--- config.mk ---
export PLATFORM = sky130hd
export DESIGN_NAME = peak_hold_bank
export DESIGN_NICKNAME = d
export VERILOG_FILES = /design/src/rtl/peak_pkg.sv /design/src/rtl/peak_vsrc.sv /design/src/rtl/peak_channel.sv /design/src/rtl/peak_rdmux.sv /design/src/rtl/peak_hold_bank.sv
export SDC_FILE = /design/constraint.sdc
export NUM_CORES = 1
export LEC_CHECK = 0
export ABC_AREA = 0
export BUFFER_PORTS_ARGS = -buffer_cell sky130_fd_sc_hd__buf_2
export CAP_MARGIN = 20
export CORE_MARGIN = 10
export CORE_UTILIZATION = 40
export CTS_CLUSTER_SIZE = 28
export DETAILED_ROUTE_END_ITERATION = 8
export PLACE_DENSITY = 0.67
export SLEW_MARGIN = 20
export SYNTH_ARGS = -nofsm -noshare
export SYNTH_HDL_FRONTEND = slang
export SYNTH_SLANG_ARGS = --single-unit
--- constraint.sdc ---
create_clock -name clk -period 4.36 [get_ports clk]
set_clock_uncertainty 0.15 [all_clocks]
set_input_delay 0.436 -clock clk [delete_from_list [all_inputs] [get_ports clk]]
set_output_delay 0.436 -clock clk [all_outputs]
set_load 0.01 [all_outputs]
--- src/rtl/peak_pkg.sv ---
package peak_pkg;
  localparam int NUM_CH  = 3;
  localparam int SEL_W   = 2;

  typedef enum logic [SEL_W-1:0] {
    CH_VOUT = 2'd0,
    CH_IOUT = 2'd1,
    CH_TEMP = 2'd2,
    CH_NONE = 2'd3
  } ch_sel_e;
endpackage

--- src/rtl/peak_vsrc.sv ---
// Chooses which voltage stream feeds the voltage peak.
module peak_vsrc #(
  parameter int DW = 16
) (
  input  logic          avg_mode,
  input  logic          raw_valid,
  input  logic [DW-1:0] raw_data,
  input  logic          avg_valid,
  input  logic [DW-1:0] avg_data,
  output logic          sel_valid,
  output logic [DW-1:0] sel_data
);
  always_comb begin
    if (avg_mode) begin
      sel_valid = avg_valid;
      sel_data  = avg_data;
    end else begin
      sel_valid = raw_valid;
      sel_data  = raw_data;
    end
  end
endmodule

--- src/rtl/peak_channel.sv ---
// One running-maximum register with clear/preload write semantics.
module peak_channel #(
  parameter int          DW         = 16,
  parameter bit          SIGNED_CMP = 1'b0,
  parameter logic [DW-1:0] CLEAR_CODE = '0,
  parameter logic [DW-1:0] FLOOR_VAL  = '0
) (
  input  logic          clk,
  input  logic          rst_n,
  input  logic          smp_valid,
  input  logic [DW-1:0] smp_data,
  input  logic          wr_hit,
  input  logic [DW-1:0] wr_data,
  output logic [DW-1:0] peak
);
  function automatic logic above(input logic [DW-1:0] a, input logic [DW-1:0] b);
    if (SIGNED_CMP) return $signed(a) > $signed(b);
    else            return a > b;
  endfunction

  logic          beats;
  logic [DW-1:0] wr_value;

  assign beats    = above(smp_data, peak);
  assign wr_value = (wr_data == CLEAR_CODE) ? FLOOR_VAL : wr_data;

  always_ff @(posedge clk) begin
    if (!rst_n)                 peak <= '0;
    else if (wr_hit)            peak <= wr_value;
    else if (smp_valid && beats) peak <= smp_data;
  end

  // a winning sample is captured one clock later
  p_capture_r2: assert property (@(posedge clk) disable iff (!rst_n)
    (smp_valid && !wr_hit && above(smp_data, peak)) |=> (peak == $past(smp_data)));

  // without a write the peak never falls
  p_monotone_r3: assert property (@(posedge clk) disable iff (!rst_n)
    (!wr_hit) |=> !above($past(peak), peak));

  // idle cycles hold the peak
  p_hold_r9: assert property (@(posedge clk) disable iff (!rst_n)
    (!wr_hit && !smp_valid) |=> $stable(peak));

  // a write wins over a colliding sample
  p_write_wins_r8: assert property (@(posedge clk) disable iff (!rst_n)
    (wr_hit && wr_data != CLEAR_CODE) |=> (peak == $past(wr_data)));

  // clear code loads the floor value
  p_clear_r6: assert property (@(posedge clk) disable iff (!rst_n)
    (wr_hit && wr_data == CLEAR_CODE) |=> (peak == FLOOR_VAL));
endmodule

--- src/rtl/peak_rdmux.sv ---
// Read-port selector; out-of-range selects return zero.
module peak_rdmux #(
  parameter int DW     = 16,
  parameter int NCH    = 3,
  parameter int SW     = 2
) (
  input  logic [NCH-1:0][DW-1:0] peaks,
  input  logic [SW-1:0]          sel,
  output logic [DW-1:0]          data
);
  always_comb begin
    data = '0;
    for (int i = 0; i < NCH; i++) begin
      if (sel == SW'(i)) data = peaks[i];
    end
  end
endmodule

--- src/rtl/peak_hold_bank.sv ---
module peak_hold_bank
  import peak_pkg::*;
#(
  parameter int DW = 16
) (
  input  logic          clk,
  input  logic          rst_n,
  input  logic          avg_mode,
  input  logic          vraw_valid,
  input  logic [DW-1:0] vraw_data,
  input  logic          vavg_valid,
  input  logic [DW-1:0] vavg_data,
  input  logic          cur_valid,
  input  logic [DW-1:0] cur_data,
  input  logic          tmp_valid,
  input  logic [DW-1:0] tmp_data,
  input  logic          wr_en,
  input  logic [1:0]    wr_sel,
  input  logic [DW-1:0] wr_data,
  input  logic [1:0]    rd_sel,
  output logic [DW-1:0] rd_data,
  output logic [DW-1:0] vout_peak,
  output logic [DW-1:0] iout_peak,
  output logic [DW-1:0] temp_peak
);
  localparam logic [DW-1:0] TEMP_CLEAR = '1;
  localparam logic [DW-1:0] TEMP_FLOOR = {1'b1, {(DW-1){1'b0}}};

  logic                     vsel_valid;
  logic [DW-1:0]            vsel_data;
  logic [NUM_CH-1:0]        ch_valid;
  logic [NUM_CH-1:0][DW-1:0] ch_data;
  logic [NUM_CH-1:0][DW-1:0] ch_peak;

  peak_vsrc #(.DW(DW)) u_vsrc (
    .avg_mode  (avg_mode),
    .raw_valid (vraw_valid),
    .raw_data  (vraw_data),
    .avg_valid (vavg_valid),
    .avg_data  (vavg_data),
    .sel_valid (vsel_valid),
    .sel_data  (vsel_data)
  );

  assign ch_valid = {tmp_valid, cur_valid, vsel_valid};
  assign ch_data  = {tmp_data,  cur_data,  vsel_data};

  for (genvar g = 0; g < NUM_CH; g++) begin : g_ch
    localparam bit          IS_TEMP = (g == int'(CH_TEMP));
    localparam logic [DW-1:0] CLR   = IS_TEMP ? TEMP_CLEAR : '0;
    localparam logic [DW-1:0] FLR   = IS_TEMP ? TEMP_FLOOR : '0;
    logic hit;
    assign hit = wr_en && (wr_sel == SEL_W'(g));

    peak_channel #(
      .DW(DW), .SIGNED_CMP(IS_TEMP), .CLEAR_CODE(CLR), .FLOOR_VAL(FLR)
    ) u_ch (
      .clk       (clk),
      .rst_n     (rst_n),
      .smp_valid (ch_valid[g]),
      .smp_data  (ch_data[g]),
      .wr_hit    (hit),
      .wr_data   (wr_data),
      .peak      (ch_peak[g])
    );
  end

  peak_rdmux #(.DW(DW), .NCH(NUM_CH), .SW(SEL_W)) u_rd (
    .peaks (ch_peak),
    .sel   (rd_sel),
    .data  (rd_data)
  );

  assign vout_peak = ch_peak[CH_VOUT];
  assign iout_peak = ch_peak[CH_IOUT];
  assign temp_peak = ch_peak[CH_TEMP];

  // in averaged mode a cycle without an averaged strobe or write keeps the voltage peak
  p_avg_only_r7: assert property (@(posedge clk) disable iff (!rst_n)
    (avg_mode && !vavg_valid && !(wr_en && wr_sel == CH_VOUT)) |=> $stable(vout_peak));

  // a write to no channel leaves every peak when no samples arrive
  p_none_sel_r9: assert property (@(posedge clk) disable iff (!rst_n)
    (wr_en && wr_sel == CH_NONE && !vraw_valid && !vavg_valid && !cur_valid && !tmp_valid)
    |=> ($stable(vout_peak) && $stable(iout_peak) && $stable(temp_peak)));
endmodule

==> reports/results.ini <==
[power_and_ir_drop]
finalPower_mw = 1.40
irDropWorstVdd_v = 0.000133
power.leakage_nw = 2.40
p_per_area_mw_per_mm2 = 276

[synthesis]
synth_fp_nets = 671
synthesis.instances = 531
synthArstFlopShare_pct = 0
synth.top_cell.area_share_pct = 23.3
netlist_area_mm2 = 0.00412
ys_types = 51
synth_area_leaders = dfxtp_1, ha_1, nand2_1, inv_1, mux2_2
seq_area_frac_synth_pct = 23.3
synth_edf_count = 0
yosys_warnings = 0
syn_area_per_cell_um2 = 7.76
synth_top_area_cell = dfxtp_1
ys_seq_elements = 48
synth_ff_type = dfxtp_1

[global_route]
grt_pass1_vias = 4438
grt_max_degree = 34
antenna_found_initial = 1
grt_overflow = 0
grt_pass1_wl_um = 22600
gr-usage-all-layers_pct = 18.7

[worst_setup_path]
worst-path-max-fanout = 26
start_kind = input port
path_buf_inv = 1
cp.arrival_ns = 3.52
cp_common_cell = or4_1
path_cells = buf_2 -> mux2_2 -> ha_1 -> nand4_1 -> or4_1 -> a21o_1 -> and3_1 -> or4_1 -> a31oi_1
crit_type = in2reg
path_delay_family = simple AND/OR/NAND/NOR gates
cp.required_ns = 4.43
cp-end-kind = flip-flop
cpPeakStageDelay_ns = 0.57
slowest_stage = or4_1

[route]
vias = 4340
drt_wl_total_um = 14500
remaining_drc_errors = 0
ant_nets = 0
drt_iter0_markers = 287
avgViaCountPerCell = 5.40
drt_pass1_iterations = 5
wire_per_inst_um = 18.1

[cts]
cts_max_level = 2
clock_sinks = 48
clkLatencyLatePin_ns = 0.30
numCtsBuffers = 5
ctsResizeCount = 0
cts_tree = built
cts.clk_slew.worst_paths_ns = 0.09
cts_hold_buf = 0
clockBufferDepth = 2
clockRootBuffer = clkbuf_8
post_cts_buffers = 0

[sta]
hold_viol_final = 0
period_needed_ns = 3.45
max_slew_margin_pct = 34.8
rsz0062_at_grt = false
totalNegativeSetupSlack_ns = 0
finalSetupViolations = 0
max_freq_mhz = 290
tightest_slew_ns = 0.974
finalMaxSlewViolations = 0
fin_crit_sh_pct = 79.0

[die]
initial_utilization_pct = 40.5
die-area_mm2 = 0.0148
core_mm2 = 0.0102
die_h_um = 122
die_x_um = 122
num_rows = 37
ioPinCount = 156

[run]
cap_violations = 0

[placement]
place_hpwl_um = 12200
port_buffers = 155
gp_congestion = 0.904
placed_area_mm2 = 0.00497

[cells_and_area]
antenna_cells = 0
reg.largest.list = g_ch.u_ch.peak (48)
nets = 807
syn2layout_area_growth_pct = 22.8
stdcell_area_mm2 = 0.00506
top_register = g_ch.u_ch.peak
largest_register_ffs = 48
drive_gt1_share_pct = 29.3

[min_path]
holdCritPathClass = in2reg

[run_status]
status = finished, final reports clean

## synthesized netlist by cell type (15+ instances only)
cell type / number
inv_1: 67
dfxtp_1: 48
nand2_1: 78
mux2i_1: 17
a31oi_1: 19
o221ai_1: 16
mux2_2: 16
nand4_1: 16
ha_1: 48
nor2_1: 19
and2_1: 15
o21ai_0: 20
a21oi_1: 29
clkbuf_1: 22
o211ai_1: 18
## kinds of logic (layout without fill, tap and decap cells)
| group | Yosys count | in the layout | share of synthesized area (%) |
|---|---|---|---|
| and+or+nand+nor | 155 | 155 | 18.0 |
| muxes | 33 | 33 | 8.50 |
| AOI/OAI and AO/OA | 150 | 150 | 26.4 |
| DFF | 48 | 48 | 23.3 |
| buffers and inverters | 97 | 234 | 9.17 |
| adders and majority gates | 48 | 48 | 14.6 |
## stage by stage
stage,utilization [%],setup WS (ns),instances,hold slack (ns)
finish,49.7,0.915,804,0.249
global placement,48.8,0.712,796,0.370
CTS,49.7,0.924,804,0.251
global route,49.7,0.748,804,0.248
detailed placement,48.8,0.610,796,0.381
floorplan,-,0.685,531,0.379
## routing by layer
metal / vias to the layer above / GRT usage [%] / share of wire (%)
met3: 19 / 4.42 / 7.0
met1: 1962 / 23.3 / 45
met4: 2 / 5.14 / 1.6
met2: 157 / 31.4 / 47
met5: - / 0 / 0.12
li1: 2200 / - / -
## cell usage in the layout, fill, tap and decap left out, types with 3 or more instances in the layout
cell        n
a21oi_1    29
mux2i_1    17
a31oi_1    19
buf_2     155
o21a_1      3
o221a_1    10
o211ai_1   18
o221a_2     5
o21ai_0    20
o221ai_1   16
nor2_1     18
ha_1       48
a21o_1      7
clkbuf_8    6
nand4_1    16
buf_4       3
o31a_1      9
dfxtp_1    48
and2_1     15
nand3_1     6
nor2b_1     5
nand2_1    78
mux2_2     16
inv_1      67
## worst min-delay path, cell delays in order
cell	delay [ns]
buf_2	0.12
nand2_1	0.05
o221ai_1	0.06
## report_power, final
part / internal, mW / leakage (nW) / switching (mW)
Clock: 0.130 / 0.0455 / 0.148
Sequential: 0.489 / 0.396 / 0.0586
Combinational: 0.245 / 1.96 / 0.328
Total: 0.863 / 2.40 / 0.535
## area by class of cell
type                            count  area (um2)
Tap cell                          136         170
Inverter                           68         255
Clock buffer                        8        90.1
Multi-Input combinational cell    386        2790
Fill cell                        1062        5120
Timing Repair Buffer              158         798
Sequential cell                    48         961
## final timing paths
path	start	endpoint	slack, ns	depth (start not counted)
setup / recovery	avg_mode	g_ch[0].u_ch.peak[0]	0.91	9
hold / removal	wr_data[10]	g_ch[1].u_ch.peak[10]	0.25	3
setup reg to reg	g_ch[0].u_ch.peak[14]	g_ch[0].u_ch.peak[0]	1.28	8
hold reg to reg	g_ch[2].u_ch.peak[15]	g_ch[2].u_ch.peak[15]	0.39	2
Note: power is estimated with default switching activity, not from simulation.
